### config.mk
export PLATFORM = sky130hd
export DESIGN_NAME = min_split_tracker
export DESIGN_NICKNAME = d
export VERILOG_FILES = /design/src/rtl/split_pkg.sv /design/src/rtl/min_tree.sv /design/src/rtl/split_ctrl.sv /design/src/rtl/split_datapath.sv /design/src/rtl/min_split_tracker.sv
export SDC_FILE = /design/constraint.sdc
export NUM_CORES = 1
export LEC_CHECK = 0
export ABC_AREA = 1
export BUFFER_PORTS_ARGS = -buffer_cell sky130_fd_sc_hd__buf_2
export CELL_PAD_IN_SITES_DETAIL_PLACEMENT = 1
export CELL_PAD_IN_SITES_GLOBAL_PLACEMENT = 2
export CORE_MARGIN = 8
export CORE_UTILIZATION = 35
export CTS_BUF_LIST = sky130_fd_sc_hd__clkbuf_16
export DETAILED_ROUTE_END_ITERATION = 10
export PLACE_DENSITY_LB_ADDON = 0.1
export SLEW_MARGIN = 20
export SYNTH_ARGS = -nofsm -noshare
export SYNTH_HDL_FRONTEND = slang
export SYNTH_SLANG_ARGS = --single-unit
### constraint.sdc
create_clock -name clk -period 2.75 [get_ports clk]
set_clock_uncertainty 0.15 [all_clocks]
set_input_delay 0.55 -clock clk [delete_from_list [all_inputs] [get_ports clk]]
set_output_delay 0.55 -clock clk [all_outputs]
set_load 0.005 [all_outputs]
### src/rtl/split_pkg.sv
package split_pkg;

  // Strobes from the control path into the datapath, one per edge.
  typedef struct packed {
    logic clear;    // reset running best, takes priority
    logic update;   // tree output is a valid sample this edge
    logic publish;  // copy next running best into the result registers
  } trk_ctrl_t;

endpackage

### src/rtl/min_tree.sv
module min_tree #(
  parameter  int NUM_UNITS = 8,
  parameter  int SCORE_W   = 16,
  localparam int LEVELS    = $clog2(NUM_UNITS),
  localparam int IDX_W     = LEVELS
) (
  input  logic                           clk,
  input  logic                           rstN,
  input  logic [NUM_UNITS*SCORE_W-1:0]   scoreVec,
  output logic [SCORE_W-1:0]             minScore,
  output logic [IDX_W-1:0]               minIdx
);

  localparam int PADDED = 1 << LEVELS;
  localparam int INNER  = PADDED - 1;
  localparam int NODES  = 2 * PADDED - 1;

  // Heap layout: node n has children 2n+1 (lower indices) and 2n+2.
  // Leaves are combinational; every inner node is a register, so the
  // root appears LEVELS edges after the scores are sampled.
  logic [SCORE_W-1:0] nodeScore [NODES];
  logic [IDX_W-1:0]   nodeIdx   [NODES];

  for (genvar i = 0; i < PADDED; i++) begin : g_leaf
    if (i < NUM_UNITS) begin : g_real
      assign nodeScore[INNER+i] = scoreVec[i*SCORE_W +: SCORE_W];
    end else begin : g_pad
      assign nodeScore[INNER+i] = '1;
    end
    assign nodeIdx[INNER+i] = IDX_W'(i);
  end

  for (genvar n = 0; n < INNER; n++) begin : g_node
    localparam int LEFT  = 2 * n + 1;
    localparam int RIGHT = 2 * n + 2;

    always_ff @(posedge clk) begin
      if (!rstN) begin
        nodeScore[n] <= '1;
        nodeIdx[n]   <= '0;
      end else if (nodeScore[RIGHT] < nodeScore[LEFT]) begin
        nodeScore[n] <= nodeScore[RIGHT];
        nodeIdx[n]   <= nodeIdx[RIGHT];
      end else begin
        nodeScore[n] <= nodeScore[LEFT];
        nodeIdx[n]   <= nodeIdx[LEFT];
      end
    end

    // each stage never exceeds either of its inputs one edge earlier
    p_node_min_r2: assert property (@(posedge clk) disable iff (!rstN)
      1'b1 |=> (nodeScore[n] <= $past(nodeScore[LEFT]) &&
                nodeScore[n] <= $past(nodeScore[RIGHT])));

    // equal inputs keep the lower-index side
    p_tie_low_r3: assert property (@(posedge clk) disable iff (!rstN)
      (nodeScore[LEFT] == nodeScore[RIGHT]) |=> (nodeIdx[n] == $past(nodeIdx[LEFT])));
  end

  assign minScore = nodeScore[0];
  assign minIdx   = nodeIdx[0];

endmodule

### src/rtl/split_ctrl.sv
module split_ctrl
  import split_pkg::*;
#(
  parameter int LEVELS = 3
) (
  input  logic      clk,
  input  logic      rstN,
  input  logic      runStart,
  input  logic      scoreValid,
  input  logic      streamLast,
  output trk_ctrl_t ctrl,
  output logic      resultValid
);

  // Valid and last flags travel alongside the tree, one bit per level.
  logic [LEVELS-1:0] validPipe;
  logic [LEVELS-1:0] lastPipe;

  always_ff @(posedge clk) begin
    if (!rstN) begin
      validPipe <= '0;
      lastPipe  <= '0;
    end else begin
      validPipe[0] <= scoreValid;
      lastPipe[0]  <= scoreValid & streamLast;
      for (int i = 1; i < LEVELS; i++) begin
        validPipe[i] <= validPipe[i-1] & ~runStart;
        lastPipe[i]  <= lastPipe[i-1]  & ~runStart;
      end
    end
  end

  always_comb begin
    ctrl.clear   = runStart;
    ctrl.update  = validPipe[LEVELS-1] & ~runStart;
    ctrl.publish = lastPipe[LEVELS-1]  & ~runStart;
  end

  always_ff @(posedge clk) begin
    if (!rstN) resultValid <= 1'b0;
    else       resultValid <= ctrl.publish;
  end

  // a start strobe never produces a result on the following cycle
  p_no_publish_on_start_r9: assert property (@(posedge clk) disable iff (!rstN)
    runStart |=> !resultValid);

  // a publish only ever comes from a valid sample
  p_publish_needs_valid_r6: assert property (@(posedge clk) disable iff (!rstN)
    ctrl.publish |-> ctrl.update);

endmodule

### src/rtl/split_datapath.sv
module split_datapath
  import split_pkg::*;
#(
  parameter  int NUM_UNITS = 8,
  parameter  int SCORE_W   = 16,
  parameter  int POS_W     = 12,
  localparam int LEVELS    = $clog2(NUM_UNITS),
  localparam int IDX_W     = LEVELS
) (
  input  logic                         clk,
  input  logic                         rstN,
  input  trk_ctrl_t                    ctrl,
  input  logic                         resultValid,
  input  logic [POS_W-1:0]             splitPos,
  input  logic [NUM_UNITS*SCORE_W-1:0] scoreVec,
  output logic                         bestFound,
  output logic [SCORE_W-1:0]           bestScore,
  output logic [POS_W-1:0]             bestPos,
  output logic [IDX_W-1:0]             bestAttr
);

  logic [SCORE_W-1:0] treeScore;
  logic [IDX_W-1:0]   treeIdx;

  min_tree #(
    .NUM_UNITS(NUM_UNITS),
    .SCORE_W  (SCORE_W)
  ) u_tree (
    .clk     (clk),
    .rstN    (rstN),
    .scoreVec(scoreVec),
    .minScore(treeScore),
    .minIdx  (treeIdx)
  );

  // Position delay line matched to the tree latency.
  logic [POS_W-1:0] posPipe [LEVELS];

  always_ff @(posedge clk) begin
    if (!rstN) begin
      for (int i = 0; i < LEVELS; i++) posPipe[i] <= '0;
    end else begin
      posPipe[0] <= splitPos;
      for (int i = 1; i < LEVELS; i++) posPipe[i] <= posPipe[i-1];
    end
  end

  // Running best over the stream.
  logic [SCORE_W-1:0] globMin;
  logic [POS_W-1:0]   globPos;
  logic [IDX_W-1:0]   globAttr;
  logic               globFound;

  logic               takeNew;
  logic [SCORE_W-1:0] nextMin;
  logic [POS_W-1:0]   nextPos;
  logic [IDX_W-1:0]   nextAttr;
  logic               nextFound;

  always_comb begin
    takeNew   = ctrl.update && (treeScore < globMin);
    nextMin   = takeNew ? treeScore         : globMin;
    nextPos   = takeNew ? posPipe[LEVELS-1] : globPos;
    nextAttr  = takeNew ? treeIdx           : globAttr;
    nextFound = takeNew | globFound;
  end

  always_ff @(posedge clk) begin
    if (!rstN || ctrl.clear) begin
      globMin   <= '1;
      globPos   <= '0;
      globAttr  <= '0;
      globFound <= 1'b0;
    end else begin
      globMin   <= nextMin;
      globPos   <= nextPos;
      globAttr  <= nextAttr;
      globFound <= nextFound;
    end
  end

  // Result registers, loaded only at the end of a stream.
  always_ff @(posedge clk) begin
    if (!rstN) begin
      bestScore <= '1;
      bestPos   <= '0;
      bestAttr  <= '0;
      bestFound <= 1'b0;
    end else if (ctrl.publish) begin
      bestScore <= nextMin;
      bestPos   <= nextPos;
      bestAttr  <= nextAttr;
      bestFound <= nextFound;
    end
  end

  // the running best never rises without a clear
  p_monotonic_r4: assert property (@(posedge clk) disable iff (!rstN)
    !ctrl.clear |=> (globMin <= $past(globMin)));

  // without a valid sample or a clear the running state is frozen
  p_hold_invalid_r6: assert property (@(posedge clk) disable iff (!rstN)
    (!ctrl.update && !ctrl.clear) |=>
      ($stable(globMin) && $stable(globPos) && $stable(globAttr) && $stable(globFound)));

  // a clear restores the top score and drops the found flag
  p_clear_max_r7: assert property (@(posedge clk) disable iff (!rstN)
    ctrl.clear |=> (globMin == {SCORE_W{1'b1}} && !globFound));

  // found means something strictly below the top score was seen
  p_found_below_r7: assert property (@(posedge clk) disable iff (!rstN)
    globFound |-> (globMin != {SCORE_W{1'b1}}));

  // a published result matches the running best of the same edge
  p_result_copy_r5: assert property (@(posedge clk) disable iff (!rstN)
    resultValid |-> (bestScore == globMin && bestPos == globPos &&
                     bestAttr == globAttr && bestFound == globFound));

endmodule

### src/rtl/min_split_tracker.sv
module min_split_tracker
  import split_pkg::*;
#(
  parameter  int NUM_UNITS = 8,
  parameter  int SCORE_W   = 16,
  parameter  int POS_W     = 12,
  localparam int IDX_W     = $clog2(NUM_UNITS)
) (
  input  logic                         clk,
  input  logic                         rstN,
  input  logic                         runStart,
  input  logic                         scoreValid,
  input  logic                         streamLast,
  input  logic [POS_W-1:0]             splitPos,
  input  logic [NUM_UNITS*SCORE_W-1:0] scoreVec,
  output logic                         resultValid,
  output logic                         bestFound,
  output logic [SCORE_W-1:0]           bestScore,
  output logic [POS_W-1:0]             bestPos,
  output logic [IDX_W-1:0]             bestAttr
);

  localparam int LEVELS = $clog2(NUM_UNITS);

  trk_ctrl_t ctrl;

  split_ctrl #(
    .LEVELS(LEVELS)
  ) u_ctrl (
    .clk        (clk),
    .rstN       (rstN),
    .runStart   (runStart),
    .scoreValid (scoreValid),
    .streamLast (streamLast),
    .ctrl       (ctrl),
    .resultValid(resultValid)
  );

  split_datapath #(
    .NUM_UNITS(NUM_UNITS),
    .SCORE_W  (SCORE_W),
    .POS_W    (POS_W)
  ) u_dp (
    .clk        (clk),
    .rstN       (rstN),
    .ctrl       (ctrl),
    .resultValid(resultValid),
    .splitPos   (splitPos),
    .scoreVec   (scoreVec),
    .bestFound  (bestFound),
    .bestScore  (bestScore),
    .bestPos    (bestPos),
    .bestAttr   (bestAttr)
  );

endmodule

==> results of run 1 <==
[registers in the layout, summed over array words and instances (netlist names)]
register / cells
u_dp.bestScore: 16
u_dp.posPipe: 36
u_dp.globPos: 12
u_ctrl.lastPipe: 3
u_dp.u_tree.nodeScore: 96
u_dp.u_tree.nodeIdx: 10
u_dp.bestPos: 12
u_dp.u_tree.minIdx: 3
u_ctrl.validPipe: 3
u_ctrl.resultValid: 1
u_dp.globFound: 1
u_dp.globAttr: 3
u_dp.u_tree.minScore: 16
u_dp.globMin: 16
u_dp.bestFound: 1
u_dp.bestAttr: 3
[critical path: cells and delay by family, from the launching register on]
family / cells / cell delay [ns]
AO/OA/AOI/OAI: 2 / 0.33
adder cells (fa/ha/maj): 1 / 0.29
AND/OR/NAND/NOR: 6 / 0.87
buffers and inverters: 1 / 0.07
flip-flops: 1 / 0.41
[synth_stat cells]
master	n
nor2_2	6
nand2_2	23
a21oi_1	82
dfxtp_1	232
buf_6	9
ha_1	120
clkbuf_1	25
a21oi_4	2
nor3_2	1
nand2_1	330
nor3_1	3
nand2_4	3
nor2_1	73
buf_2	22
inv_1	216
inv_2	3
nand3_1	292
o21ai_1	12
nand4_1	5
o21ai_0	7
buf_4	5
nor2_4	1
nand3b_1	17
a211oi_1	7
[cell type report]
cell class              instances  area, sq um  share of cell area
clock buffers                  26        650.6             0.04853
clock inverters                21        250.2             0.01867
inverters                     219        822.0             0.06132
multi-input cells             984         5477              0.4085
flip-flops and latches        232         4644              0.3465
well taps                     402        503.0             0.03752
repair buffers                198         1059             0.07896
[metrics by stage]
step	hold WS, ns	util	worst slack, ns
floorplan	0.2405	-	0.7118
global placement	0.2450	0.3953	0.4625
detailed placement	0.2491	0.3953	0.4231
CTS	0.02403	0.4237	0.4404
global route	0.04143	0.4237	0.2244
finish	0.05282	0.4237	0.4731
[cells by family after synthesis]
logic type / share of synthesized area
AOI/OAI and AO/OA: 0.05233
adders and majority gates: 0.1330
buffers and inverters: 0.1032
DFF: 0.4115
and+or+nand+nor: 0.2999
[placed cells by master (no fill, tap or decap)]
cell        synthesis  layout
nand2_1           330     330
nand3_1           292     292
dfxtp_1           232     232
inv_1             216     218
buf_2              22     176
ha_1              120     120
a21oi_1            82      82
nor2_1             73      73
clkbuf_16           0      26
nand2_2            23      23
buf_4               5      21
nand3b_1           17      17
o21ai_1            12      12
a211oi_1            7       7
o21ai_0             7       7
nor2_2              6       6
nand4_1             5       5
clkinv_2            0       5
bufinv_16           0       5
inv_2               3       3
nor3_1              3       3
nand2_4             3       3
clkinv_1            0       3
clkinvlp_4          0       3
a21oi_4             2       2
clkinv_4            0       2
nor3_2              1       1
nor2_4              1       1
clkinv_8            0       1
buf_12              0       1
[power by group through the flow]
stage	Clock [mW]	Sequential, mW	Combinational (mW)
2_1_floorplan	0	3.89	1.54
3_3_place_gp	0	4.04	1.98
3_5_place_dp	0	4.04	2.03
4_1_cts	3.71	3.97	2.04
5_1_grt	3.84	3.99	2.36
6_report	3.59	3.96	2.00
[per-layer routing]
layer	vias up	part of all wire	global-route usage
met3	27	0.033	0.02459
met5	-	0	0
li1	5145	-	-
met1	4443	0.50	0.2110
met2	134	0.46	0.2607
met4	0	0.012	0.02920
[worst min path at each step]
| stage | to | slack (ns) |
|---|---|---|
| final | u_dp.posPipe[0][11]$_SDFF_PN0_ | 0.05 |
| after global routing | u_dp.posPipe[0][0]$_SDFF_PN0_ | 0.04 |
| after CTS | u_dp.posPipe[0][1]$_SDFF_PN0_ | 0.02 |
| after detailed placement | u_dp.posPipe[0][21]$_SDFF_PN0_ | 0.25 |
| after global placement | u_dp.posPipe[0][33]$_SDFF_PN0_ | 0.25 |
| after floorplan | u_dp.posPipe[0][12]$_SDFF_PN0_ | 0.24 |
==> results.cfg, run 1 <==
[timing]
rsz0062_at_grt = no
period_minus_slack_ns = 2.277
tightest_slew_ns = 0.6842
finalSetupViolations = 0
relSlewSlack = 0.5438
timing.final.crit_share = 0.8279
maxSlewViolCount = 0
tns_ns = 0
hold_violations = 0
max_freq_mhz = 439.2

[power]
power_density_nw_per_um2 = 712.1
comb_power_share = 0.209
power_frac_clock = 0.376
p_switching_mw = 2.840
ir_drop_mv = 0.4015
p_total_mw = 9.546
swShare = 0.2975
seqPwrFrac = 0.414
p_int_mw = 6.707
power.leakage_nw = 7.268

[cells_and_area]
finish.instance_area_sq_um = 13410
fin_nets = 1926
antennaDiodeCount = 0
n_fill_cell = 4010
finalNonFillerCells = 2082
drive_gt1_frac = 0.1661
syn_to_final_growth_pct = 18.78

[yosys]
synth-seq-area-share = 0.4115
syn_area_sq_um = 11290
netlist_instances = 1496
synth_top_cell_by_area = dfxtp_1
syn_nets = 1761
netlist.area_leader.share = 0.4115
yosysUniqueCellTypes = 24
synth_warnings = 0
postSynthAreaPerCell_sq_um = 7.544
synth_area_leaders = dfxtp_1 (41%), ha_1 (13%), nand3_1 (13%), nand2_1 (11%), inv_1 (7.2%)
synth-seq-cells = 232

[critical_path]
reg2reg_depth = 10
worst_setup_path_endpoint = u_dp.u_tree.nodeScore[197]$_SDFF_PN1_
worstPathRequired_ns = 2.97
cp-start-kind = register
regToRegStartpoint = u_dp.u_tree.nodeScore[149]$_SDFF_PN1_
crit_chain = inv_1 > ha_1 > a21oi_1 > nor2_1 > a211oi_1 > nand2_1 > nand2_2 > nand2_4 > nand2_1 > nand3_1
cp_slowest_cell = dfxtp_1
cp_max_fo = 19
max_stage_delay_ns = 0.41
end_kind = register
crit_arrival_ns = 2.49
timing.rr.end = u_dp.u_tree.nodeScore[197]$_SDFF_PN1_
critPathLaunch = u_dp.u_tree.nodeScore[149]$_SDFF_PN1_
regToRegSetupSlack_ns = 0.47
path_common_cell = nand2_1
critPathKind = register to register

[detailed_routing]
detail_route.first_pass.iterations = 4
drc = 0
drt_iter0_drc = 279
postRouteWirelength_mm = 30.17
wire_per_inst_um = 14.49
vias = 9749
ant_nets = 0
via_per_inst = 4.683

[clocking]
clock-root-buffer = clkbuf_16
cts.sinks = 232
clkTransAtPathRegs_ns = 0.06
cts-buffers-inserted = 26
cts_tree = done
cts_resized = 0
cts_hold_buf = 0
clk_path_buf_depth = 3
post_cts_buffers = 0
htreeDepth = 1
clock_latency_ns = 0.53

[global_route]
grt_usage = 0.1561
grt_remaining_overflow = 0
grt_max_degree = 157
antenna_found_initial = 0
grt_pass1_wl_mm = 50.74
first_global_vias = 10205

[placement]
dp.final_hpwl_mm = 23.69
globalplace.congestion = 0.7981
place_area_sq_um = 12500
io_buffer_count = 177
place_inst = 2035

[job]
max_cap_viol_count = 0

[floorplan]
start_util = 0.3567
die_area_sq_um = 38250
die_width_um = 195.6
fp.dieH_um = 195.6
core_region_area_sq_um = 31640
pin_count = 178
rows = 65

[hold_path]
hold_path_class = primary input to register
whs_path_depth = 3
worstHoldStart = splitPos[11]

[run_status]
status = completed
(Power assumes the default switching activity.)
==> run 2: changes to the inputs <==
--- a/config.mk
+++ b/config.mk
@@ -5,12 +5,12 @@
 export SDC_FILE = /design/constraint.sdc
 export NUM_CORES = 1
 export LEC_CHECK = 0
-export ABC_AREA = 1
+export ABC_AREA = 0
 export BUFFER_PORTS_ARGS = -buffer_cell sky130_fd_sc_hd__buf_2
 export CELL_PAD_IN_SITES_DETAIL_PLACEMENT = 1
 export CELL_PAD_IN_SITES_GLOBAL_PLACEMENT = 2
 export CORE_MARGIN = 8
-export CORE_UTILIZATION = 35
+export CORE_UTILIZATION = 36
 export CTS_BUF_LIST = sky130_fd_sc_hd__clkbuf_16
 export DETAILED_ROUTE_END_ITERATION = 10
 export PLACE_DENSITY_LB_ADDON = 0.1
==> constraint.sdc (replaced) <==
create_clock -name clk -period 2.35 [get_ports clk]
set_clock_uncertainty 0.15 [all_clocks]
set_input_delay 0.47 -clock clk [delete_from_list [all_inputs] [get_ports clk]]
set_output_delay 0.47 -clock clk [all_outputs]
set_load 0.005 [all_outputs]
==> run 2 against run 1 <==
Net effect: the run now ends with setup timing left; clock-buffer cell count rose by 1; worst hold slack got worse by 0.030 ns; fmax fell by 6.7%; final cell count fell by 2.4%; non-clock buffer count rose by 76; sequential share of layout area fell by 4.8 points; design area rose by 16%; core utilization rose by 3.2 points; register-to-register slack got worse by 0.56 ns; synthesized cell count fell by 10%; total power rose by 22%; critical endpoint is now u_dp.bestFound$_SDFFE_PN0P_; largest cell class unchanged; highest routed layer unchanged.
==> results.cfg, run 2 <==
[floorplan]
core_region_area_sq_um = 34200
pin_count = 178
rows = 68
die_width_um = 201.2
die_area_sq_um = 40490
start_util = 0.3611
fp.dieH_um = 201.2

[yosys]
syn_nets = 1609
synth_area_leaders = dfxtp_1 (38%), ha_1 (12%), nor2b_1 (11%), mux2i_1 (9.4%), inv_1 (3.7%)
synth-seq-area-share = 0.3761
synth_top_cell_by_area = dfxtp_1
async_flop_share = 0
synth_edf_count = 0
ys.flop_type = dfxtp_1
synthTopCellsByCount = dfxtp_1 (232), nor2b_1 (227), inv_1 (122)
post-synth-top-count-cell = dfxtp_1
netlist_instances = 1344
netlist.area_leader.share = 0.3761
yosysUniqueCellTypes = 45
synth_warnings = 0
syn_area_sq_um = 12350
postSynthAreaPerCell_sq_um = 9.189
synth-seq-cells = 232

[cells_and_area]
final_cell_mix = nor2b_1 (227), dfxtp_1 (219), buf_2 (176), inv_1 (124), ha_1 (114)
antennaDiodeCount = 0
layout_commonest_cell = nor2b_1
fin_nets = 1824
top_regs = u_dp.u_tree.nodeScore: 96 flops, u_dp.posPipe: 36 flops
syn_to_final_growth_pct = 26.25
drive_gt1_frac = 0.2351
multi_input_area_sq_um = 7199
regMostFlops = u_dp.u_tree.nodeScore
final_util = 0.4558
n_fill_cell = 3936
finish.instance_area_sq_um = 15590
seq_area_sq_um = 4661
largest_register_ff_count = 96

[clocking]
clock_latency_ns = 0.53
clk_path_buf_depth = 3
clock-root-buffer = clkbuf_16
clkTransAtPathRegs_ns = 0.06
cts.sinks = 232
cts-buffers-inserted = 27
cts_tree = done
htreeDepth = 1

[detailed_routing]
postRouteWirelength_mm = 33.22
via_per_inst = 4.830
vias = 9820
drt_iter0_drc = 315
drc = 0
ant_nets = 0
detail_route.first_pass.iterations = 4
wire_per_inst_um = 16.34

[timing]
whs_ns = 0.02266
relSlewSlack = 0.6690
period_minus_slack_ns = 2.441
rsz0062_at_grt = yes
tightest_slew_ns = 0.4955
finalWorstSetupSlack_ns = -0.09140
hold_violations = 0
timing.final.crit_share = 1.039
finalSetupViolations = 53
max_freq_mhz = 409.6
maxSlewViolCount = 0

[run_status]
status = finished, violations left
failed_checks = setup timing

[critical_path]
cp_max_fo = 8
end_kind = register
worstPathRequired_ns = 2.61
cp-start-kind = register
critPathKind = register to register
crit_arrival_ns = 2.70
reg2reg_depth = 9

[global_route]
grt_max_degree = 119
grtUsageMet2 = 0.2678
top_usage_layer = met2
grt.met1_usage = 0.2070
grt_util_met3 = 0.02830
grt_pass1_wl_mm = 53.96
antenna_found_initial = 0
first_global_vias = 10557
grt_remaining_overflow = 0
grt_usage = 0.1578

[placement]
place_area_sq_um = 14410
place_ws_ns = -0.2259
io_buffer_count = 177
globalplace.congestion = 0.7937
dp.final_hpwl_mm = 24.82

[power]
power.leakage_nw = 7.517
ir_drop_mv = 0.4863
power_density_nw_per_um2 = 747.4

[hold_path]
hold_path_class = primary input to register
whs_path_depth = 2

[job]
max_cap_viol_count = 0
-- run 2: worst max-delay path: stages, from the launching register on --
cell	delay (ns)
dfxtp_2	0.34
inv_2	0.05
ha_4	0.26
nand4_1	0.11
or3_4	0.39
or4_4	0.48
buf_6	0.18
buf_12	0.14
a31oi_4	0.17
a21oi_2	0.07
-- run 2: stage by stage --
stage / instances / power (mW) / TNS, ns
floorplan: 1344 / 6.357 / -1.344
global placement: 1967 / 7.442 / -8.817
detailed placement: 1967 / 7.483 / -13.79
CTS: 2029 / 11.56 / -1.095
global route: 2033 / 12.32 / -7.758
finish: 2033 / 11.65 / -1.860
-- run 2: layer usage --
| metal | up-vias | routed length (um) |
|---|---|---|
| li1 | 5047 | - |
| met1 | 4604 | 15830 |
| met2 | 133 | 15690 |
| met3 | 36 | 1217 |
| met4 | 0 | 478 |
| met5 | - | 0 |
-- run 2: area by class of cell --
class,instances,share of cell area
clock buffers,27,0.04334
clock inverters,21,0.007463
inverters,122,0.02937
multi-input cells,902,0.4618
flip-flops and latches,232,0.2989
well taps,455,0.03651
repair buffers,274,0.1226
-- run 2: final timing paths --
| kind | start | endpoint | slack, ns |
|---|---|---|---|
| hold reg to reg | u_dp.posPipe[0][23]$_SDFF_PN0_ | u_dp.posPipe[0][35]$_SDFF_PN0_ | 0.28 |
| setup / recovery | u_dp.globMin[14]$_SDFF_PP1_ | u_dp.bestFound$_SDFFE_PN0P_ | -0.09 |
| setup reg to reg | u_dp.globMin[14]$_SDFF_PP1_ | u_dp.bestFound$_SDFFE_PN0P_ | -0.09 |
| hold / removal | splitPos[0] | u_dp.posPipe[0][0]$_SDFF_PN0_ | 0.02 |
-- run 2: what timing repair did --
action                     in CTS  in global routing
pin swaps                       4                  7
hold buffers                   10                  0
setup buffers                   3                  2
setup endpoints to repair      59                 92
hold endpoints to repair       10                  0
gates cloned                    1                  2
resized for setup              18                 35
-- run 2: report_power, final --
part / switching (mW) / total (mW) / internal, mW
combinational: 1.74 / 3.44 / 1.70
sequential: 0.221 / 4.45 / 4.23
clock: 1.60 / 3.77 / 2.17
-- run 2: logic make-up after synthesis --
kind of cell | after synthesis | share of synthesized area
muxes | 116 | 0.09402
buffers and inverters | 210 | 0.06657
DFF | 232 | 0.3761
and+or+nand+nor | 454 | 0.2164
AOI/OAI and AO/OA | 212 | 0.1253
adders and majority gates | 120 | 0.1216
==> run 3: changes to the inputs <==
--- a/config.mk
+++ b/config.mk
@@ -14,6 +14,7 @@
 export CTS_BUF_LIST = sky130_fd_sc_hd__clkbuf_16
 export DETAILED_ROUTE_END_ITERATION = 10
 export PLACE_DENSITY_LB_ADDON = 0.1
+export REMOVE_ABC_BUFFERS = 1
 export SLEW_MARGIN = 20
 export SYNTH_ARGS = -nofsm -noshare
 export SYNTH_HDL_FRONTEND = slang
==> run 3 against run 2 <==
Net effect: the run still ends with setup timing left; via count rose by 3.0%; core utilization rose by 1.7 points; sequential cell count did not move; final cell count rose by 2.6%; wire length rose by 4.5%; sequential share of layout area fell by 1.1 points; fmax fell by 5.6%; combinational power rose by 23%; highest routed layer is now met5.
==> results.cfg, run 3 (synthesis gave the netlist of run 2 again) <==
[detailed_routing]
postRouteWirelength_mm = 34.73
vias = 10119
wire_per_inst_um = 16.65
drc = 0
ant_nets = 0
via_per_inst = 4.851
drt_iter0_drc = 323
detail_route.first_pass.iterations = 4

[cells_and_area]
n_fill_cell = 3988
drive_gt1_frac = 0.2508
regMostFlops = u_dp.u_tree.nodeScore
top_regs = u_dp.u_tree.nodeScore: 96 flops, u_dp.posPipe: 36 flops
layout_commonest_cell = nor2b_1
fin_nets = 1876
antennaDiodeCount = 0
largest_register_ff_count = 96
final_util = 0.4729
final_cell_mix = nor2b_1 (227), dfxtp_1 (222), buf_2 (176), inv_1 (125), ha_1 (115)
syn_to_final_growth_pct = 30.98

[timing]
tightest_slew_ns = 0.7112
finalSetupViolations = 64
rsz0062_at_grt = yes
maxSlewViolCount = 0
relSlewSlack = 0.5259
finalWorstSetupSlack_ns = -0.2369
hold_violations = 0
tns_ns = -8.427
timing.final.crit_share = 1.101
max_freq_mhz = 386.6
period_minus_slack_ns = 2.587

[power]
ir_drop_mv = 0.5326
p_total_mw = 12.45
power.leakage_nw = 7.876
power_density_nw_per_um2 = 770.0

[critical_path]
cp_max_fo = 5
end_kind = register
cp-start-kind = register
critPathKind = register to register
worstPathRequired_ns = 2.62
reg2reg_depth = 9
crit_arrival_ns = 2.86

[clocking]
htreeDepth = 1
cts_tree = done
clkTransAtPathRegs_ns = 0.06
clock_latency_ns = 0.54
clock-root-buffer = clkbuf_16
cts-buffers-inserted = 27
cts.sinks = 232
clk_path_buf_depth = 3

[run_status]
status = finished, violations left
failed_checks = setup timing

[floorplan]
pin_count = 178
die_area_sq_um = 40490
rows = 68
fp.dieH_um = 201.2
core_region_area_sq_um = 34200
start_util = 0.3611
die_width_um = 201.2

[global_route]
first_global_vias = 10840
grt_usage = 0.1671
grt_remaining_overflow = 0
grt_max_degree = 79
grt_pass1_wl_mm = 56.75
antenna_found_initial = 3

[hold_path]
whs_path_depth = 2
hold_path_class = primary input to register

[placement]
globalplace.congestion = 0.7779
io_buffer_count = 177
dp.final_hpwl_mm = 25.19

[job]
max_cap_viol_count = 0
==> run 3: final cells by class <==
cell class	instances	area, sq um	share of cell area
inverter	122	457.9	0.02831
multi-input combinational	904	7216	0.4461
sequential	232	4657	0.2879
clock buffer	27	675.6	0.04177
timing repair buffer	324	2477	0.1532
clock inverter	22	122.6	0.007580
tap	455	569.3	0.03519
==> run 3: critical path, stage by stage, from the launching register on <==
cell	delay, ns
dfxtp_2	0.35
inv_2	0.06
ha_4	0.26
nand4_1	0.11
or3_4	0.39
or4_4	0.52
buf_12	0.18
buf_16	0.13
a311oi_2	0.25
a211oi_1	0.06
==> run 3: final timing paths <==
check / endpoint / from / slack [ns]
setup / recovery: u_dp.bestScore[4]$_SDFFE_PN1P_ / u_dp.globMin[15]$_SDFF_PP1_ / -0.24
hold / removal: u_dp.posPipe[0][8]$_SDFF_PN0_ / splitPos[8] / 0.03
setup reg to reg: u_dp.bestScore[4]$_SDFFE_PN1P_ / u_dp.globMin[15]$_SDFF_PP1_ / -0.24
hold reg to reg: u_dp.posPipe[0][30]$_SDFF_PN0_ / u_dp.posPipe[0][18]$_SDFF_PN0_ / 0.28
==> run 3: repair_timing <==
item                       CTS  global route
setup buffers                9             4
setup endpoints to repair   83            99
pin swaps                   47            27
hold buffers                12             0
gates resized for setup     56            24
hold endpoints to repair    12             0
cloned                       7             3
==> run 3: metal layers <==
metal | GRT usage | vias up | routed length [um]
met5 | 0 | - | 16
met4 | 0.03809 | 4 | 562
met3 | 0.02927 | 40 | 1442
met2 | 0.2866 | 165 | 16470
met1 | 0.2161 | 4747 | 16230
li1 | - | 5163 | -
==> run 3: power breakdown <==
group,switching [mW],internal (mW),leakage [nW],total (mW)
combinational,1.96,2.28,5.55,4.24
clock,1.62,2.18,0.422,3.79
sequential,0.197,4.22,1.90,4.42
==> run 3: through the flow <==
stage          setup slack (ns)  instances  cell area [sq um]  hold WS, ns
2_1_floorplan            -1.422       1256              11990       0.2557
4_1_cts                 -0.1836       2081              16000      0.01389
5_1_grt                 -0.3122       2086              16180      0.01361
6_report                -0.2369       2086              16180      0.02766
3_3_place_gp            -0.4831       2004              14570       0.2651
3_5_place_dp            -0.5171       2004              14570       0.2668
